<file path="config.mk">
export PLATFORM = sky130hd
export DESIGN_NAME = irq_arbiter
export DESIGN_NICKNAME = d
export VERILOG_FILES = /design/src/rtl/irq_arb_pkg.sv /design/src/rtl/irq_req_capture.sv /design/src/rtl/irq_mask_regs.sv /design/src/rtl/irq_mask_pick.sv /design/src/rtl/irq_arbiter.sv
export SDC_FILE = /design/constraint.sdc
export NUM_CORES = 1
export LEC_CHECK = 0
export CAP_MARGIN = 20
export CORE_UTILIZATION = 55
export DETAILED_ROUTE_END_ITERATION = 16
export DONT_BUFFER_PORTS = 1
export GPL_ROUTABILITY_DRIVEN = 0
export GPL_TIMING_DRIVEN = 0
export PLACE_DENSITY = 0.7
export SETUP_SLACK_MARGIN = 0.15
export SYNTH_ARGS = -nofsm -noshare
export SYNTH_HDL_FRONTEND = slang
export SYNTH_HIERARCHICAL = 1
export SYNTH_SLANG_ARGS = --single-unit
</file>
<file path="constraint.sdc">
create_clock -name clk -period 3.88 [get_ports clk]
set_input_delay 0.97 -clock clk [delete_from_list [all_inputs] [get_ports clk]]
set_output_delay 0.97 -clock clk [all_outputs]
set_load 0.05 [all_outputs]
</file>
<file path="src/rtl/irq_arb_pkg.sv">
package irq_arb_pkg;

  typedef enum logic [2:0] {
    PICK_NONE,
    PICK_ILL,
    PICK_SWI,
    PICK_NMI,
    PICK_MASKABLE
  } pick_e;

  localparam logic [15:0] VEC_ILLOP = 16'hFFF8;
  localparam logic [15:0] VEC_SWI   = 16'hFFF6;
  localparam logic [15:0] VEC_NMI   = 16'hFFF4;
  localparam logic [15:0] VEC_EXT   = 16'hFFF2;

endpackage

</file>
<file path="src/rtl/irq_req_capture.sv">
module irq_req_capture #(
  parameter int NUM_PERIPH = 8,
  parameter int SEL_W      = 4
) (
  input  logic                  clk,
  input  logic                  rst,
  input  logic                  nmi_req_n,
  input  logic                  ext_req_n,
  input  logic                  ext_edge_sel,
  input  logic [NUM_PERIPH-1:0] per_req,
  input  logic [NUM_PERIPH-1:0] per_en,
  input  logic [SEL_W-1:0]      promote_sel,
  input  logic                  swi_stb,
  input  logic                  illop_stb,
  input  logic                  clr_ext,
  input  logic                  clr_swi,
  input  logic                  clr_ill,
  output logic                  nmi_act,
  output logic                  ext_act,
  output logic [NUM_PERIPH-1:0] per_act,
  output logic [SEL_W-1:0]      sel_q,
  output logic                  swi_pend,
  output logic                  ill_pend
);

  logic                  ext_s;
  logic                  nmi_s;
  logic                  mode_q;
  logic                  edge_pend;
  logic [NUM_PERIPH-1:0] req_q;
  logic [NUM_PERIPH-1:0] en_q;
  logic                  fall_seen;

  // Falling edge: previous sample high, pin now low.
  assign fall_seen = ext_s & ~ext_req_n;

  always_ff @(posedge clk) begin
    if (rst) begin
      ext_s     <= 1'b1;
      nmi_s     <= 1'b0;
      mode_q    <= 1'b0;
      edge_pend <= 1'b0;
      req_q     <= '0;
      en_q      <= '0;
      sel_q     <= '0;
      swi_pend  <= 1'b0;
      ill_pend  <= 1'b0;
    end else begin
      ext_s    <= ext_req_n;
      nmi_s    <= ~nmi_req_n;
      mode_q   <= ext_edge_sel;
      req_q    <= per_req;
      en_q     <= per_en;
      sel_q    <= promote_sel;
      swi_pend <= (swi_pend & ~clr_swi) | swi_stb;
      ill_pend <= (ill_pend & ~clr_ill) | illop_stb;
      if (mode_q) begin
        edge_pend <= (edge_pend & ~clr_ext) | fall_seen;
      end else begin
        edge_pend <= 1'b0;
      end
    end
  end

  assign nmi_act = nmi_s;
  assign ext_act = mode_q ? edge_pend : ~ext_s;
  assign per_act = req_q & en_q;

endmodule

</file>
<file path="src/rtl/irq_mask_regs.sv">
module irq_mask_regs (
  input  logic clk,
  input  logic rst,
  input  logic wr,
  input  logic wr_i,
  input  logic wr_x,
  input  logic take,
  input  logic take_nmi,
  output logic i_bit,
  output logic x_bit
);

  always_ff @(posedge clk) begin
    if (rst) begin
      i_bit <= 1'b1;
      x_bit <= 1'b1;
    end else if (take) begin
      i_bit <= 1'b1;
      if (take_nmi) begin
        x_bit <= 1'b1;
      end
    end else if (wr) begin
      i_bit <= wr_i;
      x_bit <= x_bit & wr_x;
    end
  end

endmodule

</file>
<file path="src/rtl/irq_mask_pick.sv">
module irq_mask_pick #(
  parameter int NUM_SRC = 9,
  parameter int SEL_W   = 4
) (
  input  logic [NUM_SRC-1:0] req,
  input  logic [SEL_W-1:0]   sel,
  output logic               found,
  output logic [SEL_W-1:0]   idx
);

  localparam logic [SEL_W:0] SEL_LIMIT = (SEL_W+1)'(NUM_SRC);

  logic [NUM_SRC:0]   seen;
  logic [NUM_SRC-1:0] first_oh;
  logic [SEL_W-1:0]   fixed_idx;
  logic               sel_ok;
  logic               prom_hit;

  assign seen[0] = 1'b0;

  for (genvar g = 0; g < NUM_SRC; g++) begin : g_chain
    assign first_oh[g] = req[g] & ~seen[g];
    assign seen[g+1]   = seen[g] | req[g];
  end

  always_comb begin
    fixed_idx = '0;
    for (int k = 0; k < NUM_SRC; k++) begin
      if (first_oh[k]) begin
        fixed_idx = SEL_W'(k);
      end
    end
  end

  assign sel_ok   = {1'b0, sel} < SEL_LIMIT;
  assign prom_hit = sel_ok && req[sel];
  assign found    = seen[NUM_SRC];
  assign idx      = prom_hit ? sel : fixed_idx;

endmodule

</file>
<file path="src/rtl/irq_arbiter.sv">
module irq_arbiter
  import irq_arb_pkg::*;
#(
  parameter int          NUM_PERIPH     = 8,
  parameter logic [15:0] PERIPH_VEC_TOP = 16'hFFF0,
  localparam int         NUM_MASK       = NUM_PERIPH + 1,
  localparam int         SEL_W          = $clog2(NUM_MASK)
) (
  input  logic                  clk,
  input  logic                  rst,
  input  logic                  nmi_req_n,
  input  logic                  ext_req_n,
  input  logic                  ext_edge_sel,
  input  logic [NUM_PERIPH-1:0] per_req,
  input  logic [NUM_PERIPH-1:0] per_en,
  input  logic [SEL_W-1:0]      promote_sel,
  input  logic                  swi_stb,
  input  logic                  illop_stb,
  input  logic                  mask_wr,
  input  logic                  mask_wr_i,
  input  logic                  mask_wr_x,
  output logic                  irq_take,
  output logic [15:0]           irq_vector,
  output logic                  i_mask,
  output logic                  x_mask
);

  logic                  nmi_act;
  logic                  ext_act;
  logic [NUM_PERIPH-1:0] per_act;
  logic [SEL_W-1:0]      sel_q;
  logic                  swi_pend;
  logic                  ill_pend;
  logic                  m_found;
  logic [SEL_W-1:0]      m_idx;
  pick_e                 pick;
  logic [15:0]           next_vec;
  logic                  take_now;

  irq_req_capture #(
    .NUM_PERIPH(NUM_PERIPH),
    .SEL_W     (SEL_W)
  ) u_capture (
    .clk         (clk),
    .rst         (rst),
    .nmi_req_n   (nmi_req_n),
    .ext_req_n   (ext_req_n),
    .ext_edge_sel(ext_edge_sel),
    .per_req     (per_req),
    .per_en      (per_en),
    .promote_sel (promote_sel),
    .swi_stb     (swi_stb),
    .illop_stb   (illop_stb),
    .clr_ext     (pick == PICK_MASKABLE && m_idx == '0),
    .clr_swi     (pick == PICK_SWI),
    .clr_ill     (pick == PICK_ILL),
    .nmi_act     (nmi_act),
    .ext_act     (ext_act),
    .per_act     (per_act),
    .sel_q       (sel_q),
    .swi_pend    (swi_pend),
    .ill_pend    (ill_pend)
  );

  irq_mask_pick #(
    .NUM_SRC(NUM_MASK),
    .SEL_W  (SEL_W)
  ) u_pick (
    .req  ({per_act, ext_act}),
    .sel  (sel_q),
    .found(m_found),
    .idx  (m_idx)
  );

  // Non-maskable sources first, then the winner among the maskable ones.
  always_comb begin
    if (ill_pend) begin
      pick = PICK_ILL;
    end else if (swi_pend) begin
      pick = PICK_SWI;
    end else if (nmi_act && !x_mask) begin
      pick = PICK_NMI;
    end else if (m_found && !i_mask) begin
      pick = PICK_MASKABLE;
    end else begin
      pick = PICK_NONE;
    end
  end

  always_comb begin
    case (pick)
      PICK_ILL: next_vec = VEC_ILLOP;
      PICK_SWI: next_vec = VEC_SWI;
      PICK_NMI: next_vec = VEC_NMI;
      PICK_MASKABLE: begin
        if (m_idx == '0) begin
          next_vec = VEC_EXT;
        end else begin
          next_vec = PERIPH_VEC_TOP - {{(15-SEL_W){1'b0}}, m_idx - SEL_W'(1), 1'b0};
        end
      end
      default: next_vec = irq_vector;
    endcase
  end

  assign take_now = (pick != PICK_NONE);

  irq_mask_regs u_masks (
    .clk     (clk),
    .rst     (rst),
    .wr      (mask_wr),
    .wr_i    (mask_wr_i),
    .wr_x    (mask_wr_x),
    .take    (take_now),
    .take_nmi(pick == PICK_NMI),
    .i_bit   (i_mask),
    .x_bit   (x_mask)
  );

  always_ff @(posedge clk) begin
    if (rst) begin
      irq_take   <= 1'b0;
      irq_vector <= '0;
    end else begin
      irq_take <= take_now;
      if (take_now) begin
        irq_vector <= next_vec;
      end
    end
  end

endmodule

</file>
* Word level (Yosys, flattened, before mapping)
Index checks and enable logic that the tools add are counted.
** Storage, ports and cells
- Register bits :: 45
- Bits in latches :: 0
- RAM bits :: 0
- Memory bits (read-only) :: 0
- Bits of input ports :: 30
- Output and inout bits :: 19
- Logic and storage cells :: 97
- Memories :: 0
** Operators by class
- Add/sub/neg operators :: 2
- $mul :: 0
- Divide/modulo/power cells :: 0
- Order comparisons :: 2
- Equal/unequal tests :: 5
- Shifts and indexed selects :: 0
- Multiplexer cells :: 21
- Bitwise logic cells :: 40
- Reductions and logical operators :: 14
** Operators by type and width (count)
- $pmux W16 S4 :: 1
- $mux W4 :: 8
- $mux W16 :: 1
- $not A1 Y1 :: 15
- $and A1 B1 Y1 :: 13
- $mux W3 :: 4
- $or A1 B1 Y1 :: 11
- $and A8 B8 Y8 :: 1
- $sub A5 B6 Y7 const A :: 1
- $eq A3 B2 Y1 const B :: 2
- $mux W1 :: 6
- $lt A4 B5 Y1 const B :: 1
- $bmux W1 S4 :: 1
- $logic_and A1 B1 Y1 :: 4
- $logic_not A4 Y1 :: 1
- $lt A4 B4 Y1 const B :: 1
- $reduce_and A2 Y1 :: 2
- $reduce_bool A4 Y1 :: 1
- $reduce_or A2 Y1 :: 2
- $sub A4 B1 Y4 const B :: 1
- $eq A3 B1 Y1 const B :: 1
- $eq A3 B3 Y1 const B :: 1
- $reduce_bool A3 Y1 :: 1
- $logic_not A1 Y1 :: 2
- other kinds (2) :: 2

* Longest topological paths before layout
- Depth after elaboration :: 20
- Gate-level depth with buffers :: 13
- Gate-level depth less buffers :: 12

* Hierarchy
The synthesis kept the hierarchy.
** Modules (own cells, without submodules)
- irq_req_capture :: instances 1, cells each 71, area an instance 799.5 µm², sequential area each 520.5 µm²
- irq_arbiter :: instances 1, cells each 71, area an instance 585.6 µm², sequential area each 140.1 µm²
- irq_mask_pick :: instances 1, cells each 35, area an instance 250.2 µm², sequential area each 0.0 µm²
- irq_mask_regs :: instances 1, cells each 8, area an instance 83.8 µm², sequential area each 40.0 µm²

* Least setup slack after synthesis
OpenSTA, ideal clock, no wires.
- Kind :: register to register
- Start :: reg u_capture.req_q[6]
- End :: reg irq_vector[1]
- Library setup time :: 0.064 ns
- Arrival time :: 2.871 ns
- Data required time :: 3.816 ns
- Slack :: 0.945 ns
- Stages on the path, launching flop included :: 12
- Path buffers :: 1
- Period minus slack after synthesis :: 2.935 ns
- Cell sequence :: dfxtp_1 and2_1 mux4_2 o211ai_2 mux2_1 buf_2 inv_1 ha_1 or3b_4 a2111oi_4 a211oi_1 nor2_2
** Between the ends
- Elaborated cells between the ends (all ways) :: 29
- Classes of those cells :: add/sub (2); eq/ne (4); mux (11); bitwise (6); reduce/logical (6)
** RTL lines
- from (decl) :: line irq_req_capture.sv:30 : logic [NUM_PERIPH-1:0] req_q;
- from (signal assigned) :: line irq_req_capture.sv:52 : req_q <= per_req;
- $and A8 B8 Y8 * :: line irq_req_capture.sv:67 : assign per_act = req_q & en_q;
- net per_act[6] :: line irq_arbiter.sv:30 : logic [NUM_PERIPH-1:0] per_act;
- parallel branches: the longest is 4 deep, another holds $bmux W1 S4
- $mux W4 * :: line irq_mask_pick.sv:38 : assign idx = prom_hit ? sel : fixed_idx;
- net m_idx[0] :: line irq_arbiter.sv:35 : logic [SEL_W-1:0] m_idx;
- $sub A4 B1 Y4 :: line irq_arbiter.sv:99 : next_vec = PERIPH_VEC_TOP - {{(15-SEL_W){1'b0}}, m_idx - SEL_W'(1), 1'b0};
- $sub A5 B6 Y7 :: line irq_arbiter.sv:99
- $mux W16 * :: line irq_arbiter.sv:96 : if (m_idx == '0) begin
- $pmux W16 S4 * :: line irq_arbiter.sv:91 : case (pick)
- to (signal assigned) :: line irq_arbiter.sv:127 : irq_vector <= next_vec;
- to (decl) :: line irq_arbiter.sv:23 : output logic [15:0] irq_vector,
Mark *: on every way through the listed nets, which the timed path passes. The select of a mux whose other input is x is not followed.
A chain may end at the register's enable or synchronous reset.

* Final worst setup path
Ends and elaborated chain as after synthesis.

==> impl_metrics.tcl <==
set metrics [dict create \
    num_vias 1234 \
    wl_per_cell_microns 12.74 \
    fillCellCount 249 \
    r2r-start "u_capture/req_q[6]" \
    rsz0062_at_grt "false" \
    clk_path_buf_depth 2 \
    period_needed_ns 3.127 \
    synth-xor-area-share_pct 1.528 \
    switchingPower_uw 250.1 \
    core_sq_mm 0.002853 \
    r2r_slack_ns 0.75 \
    powerDensity_mw_per_mm2 430.1 \
    mostFrequentLayoutCells "dfxtp_1, nor2b_1, nor2_1" \
    violations "design-rule violations" \
    totalWireLength_mm 2.840 \
    required_ns 4.17 \
    die_area_sq_mm 0.003354 \
    synth-edff-count 0 \
    dr.pass1.iters 10 \
    cts_resized 0 \
    cts.sinks 35 \
    cts_tree "yes" \
    hold_viol_final 0 \
    htree_levels 2 \
    r2r_end "irq_vector[1]" \
    postCtsSetupRepairBufs 0 \
    nNetsFinal 224 \
    synth_mux_area_share_pct 5.459 \
    timing.final.crit_share_pct 80.59 \
    drt_iter0_markers 40 \
    n_antenna_cell 0 \
    crit_fanout 8 \
    pwr-share-seq_pct 54.2 \
    endpoint "irq_vector[1]" \
    boundaryPins 49 \
    io_buffers 0 \
    dp_hpwl_mm 2.157 \
    p_leak_nw 0.7471 \
    setup_viol 0 \
    drc 4 \
    clk_pin_slew_ns 0.10 \
    timing.setup.tns_ns 0 \
    cts_hold_buf 0 \
    via_per_inst 5.534 \
    final_area_sq_mm 0.001814 \
    synth_top_family_by_area "simple AND/OR/NAND/NOR gates" \
    fp.dieW_microns 57.91 \
    synth_top_area_share_pct 40.76 \
    ys_warn_count 6 \
    grt_max_degree 19 \
    dpl_cell_area_sq_mm 0.001758 \
    path_delay_family "multiplexers" \
    p_comb_share_pct 20.6 \
    tightest_slew_ns 0.7436 \
    cp_slowest_cell "mux4_2" \
    status "complete, but fails checks" \
    grt-ovfl-total 0 \
    finClkSkew_ns 0.006665 \
    worstHoldStart "u_capture/mode_q" \
    synthAdderAreaFrac_pct 2.038 \
    critical_path_class "register to register" \
    swShare_pct 32.06 \
    cp-start-kind "register" \
    grt.total_usage_pct 19.92 \
    cts_buffers 5 \
    seq_area_frac_synth_pct 40.76 \
    power_frac_clock_pct 25.2 \
    syn-cell-area_sq_mm 0.001719 \
    synth_seq_cells 35 \
    max_cap_violations 0 \
    synth.distinct_cells 48 \
    crit_path_cell_trace "and2_1 -> mux4_2 -> o211ai_2 -> mux2_1 -> buf_2 -> inv_1 -> ha_1 -> or3b_4 -> a2111oi_4 -> a211oi_1 -> nor2_2" \
    place_ws_ns 0.7810 \
    dieHeight_microns 57.91 \
    async_flop_share_pct 0 \
    drv_slew 0 \
    ant_nets 0 \
    syn_nets 217 \
    vdd.ir_drop.worst_mv 0.2858 \
    root_buffer "clkbuf_4" \
    crit_start "u_capture/req_q[6]" \
    synth.avg_cell_area_sq_um 9.293 \
    grt_pass1_vias 1166 \
    grt_pass1_wl_mm 4.933 \
    fin_ws_ns 0.7532 \
    antenna_found_initial 0 \
    timing.fmax_ghz 0.3198 \
    p_int_uw 530.2 \
    synth-main-ff-cell "dfxtp_1" \
    r2r_cells 11 \
    worst-path-stages 11 \
    slowest_delay_ns 0.48 \
    slew_headroom_pct 50.36 \
    final_common_cell "dfxtp_1" \
    rows 19 \
    area_growth_pct 5.531 \
    syn-instance-count 185 \
    clkLatencyLatePin_ns 0.35 \
    initial_utilization_pct 60.26 \
    hp-class "register to register" \
    path_buf_inv 2 \
    crit_arrival_ns 3.42 \
    synth_compound_area_share_pct 11.79 \
    yosys.area_share.simple_pct 28.89 \
    drive_above_1_share_pct 15.10 \
    end_kind "register" \
    synthTopCellsByArea "dfxtp_1, nor2b_1, buf_4" \
    synth_top_area_cell "dfxtp_1" \
]
[through the flow]
step / hold slack (ns) / utilization (%) / cells / total power, mW
6_report: 0.4766 / 63.60 / 223 / 0.7803
5_1_grt: 0.5028 / 63.60 / 223 / 0.8275
4_1_cts: 0.4791 / 63.60 / 223 / 0.7897
3_5_place_dp: 0.4591 / 61.62 / 216 / 0.5922
3_3_place_gp: 0.4473 / 61.62 / 216 / 0.5883
2_1_floorplan: 0.4390 / - / 185 / 0.5723
[routing by layer]
layer  vias to the layer above  track usage, %  routed length [microns]
li1                        632               -                        -
met1                       547           23.66                     1314
met2                        48           31.20                     1231
met5                         -               0                        0
met3                         7           9.821                      245
met4                         0           7.143                       48
[Yosys cell counts, types with 2 or more instances]
master     count
dfxtp_1       35
nor2b_1       24
nor2_1        15
buf_4         11
inv_1         11
nand2_1        9
nand2b_1       9
and2_1         8
mux2i_1        6
a21oi_1        4
a211oi_1       3
a31oi_1        3
nor4_1         3
o21ai_0        3
a311oi_1       2
a32oi_1        2
buf_2          2
buf_6          2
ha_1           2
o2111ai_1      2
xnor2_1        2
[worst reg2reg max path, stage by stage, from the launching register on]
cell	delay, ns
dfxtp_1	0.30
and2_1	0.19
mux4_2	0.48
o211ai_2	0.22
mux2_1	0.37
buf_2	0.19
inv_1	0.07
ha_1	0.28
or3b_4	0.44
a2111oi_4	0.34
a211oi_1	0.09
nor2_2	0.11
[registers in the layout (all words and copies together) (netlist names)]
| register | count |
|---|---|
| u_capture/edge_pend | 1 |
| u_capture/sel_q | 4 |
| u_capture/req_q | 8 |
| u_capture/swi_pend | 1 |
| u_masks/x_bit | 1 |
| irq_take | 1 |
| u_capture/en_q | 8 |
| u_capture/ext_s | 1 |
| irq_vector | 6 |
| u_capture/ill_pend | 1 |
| u_capture/nmi_act | 1 |
| u_masks/i_bit | 1 |
| u_capture/mode_q | 1 |
[cell type report]
cell class / instances / area (sq um) / area share [%]
tap: 31 / 38.79 / 2.138
buffer: 16 / 118.9 / 6.552
clock buffer: 6 / 51.30 / 2.828
multi-input combinational: 123 / 858.3 / 47.31
sequential: 35 / 700.7 / 38.62
clock inverter: 1 / 5.005 / 0.2759
inverter: 11 / 41.29 / 2.276
[kinds of logic after synthesis]
logic type      count (synthesis)
fa+ha+maj                       3
simple gates                   83
mux                             8
other cells                     1
xor+xnor                        3
buf+inv                        27
flops                          35
compound gates                 25
[power groups by stage]
stage	logic (mW)	registers [mW]	clock network, mW
after detailed placement	0.161	0.431	0
after global placement	0.158	0.431	0
after floorplan	0.145	0.428	0
after CTS	0.162	0.423	0.205
final	0.161	0.423	0.197
after global routing	0.177	0.426	0.224
[how the worst min path moves through the flow]
stage / depth (start not counted) / endpoint / slack, ns
3_3_place_gp: 2 / u_capture/edge_pend / 0.45
3_5_place_dp: 2 / u_capture/edge_pend / 0.46
6_report: 2 / u_capture/edge_pend / 0.48
5_1_grt: 2 / u_capture/edge_pend / 0.50
4_1_cts: 2 / u_capture/edge_pend / 0.48
2_1_floorplan: 2 / u_capture/edge_pend / 0.44
Power figures use the tool's default switching activity.
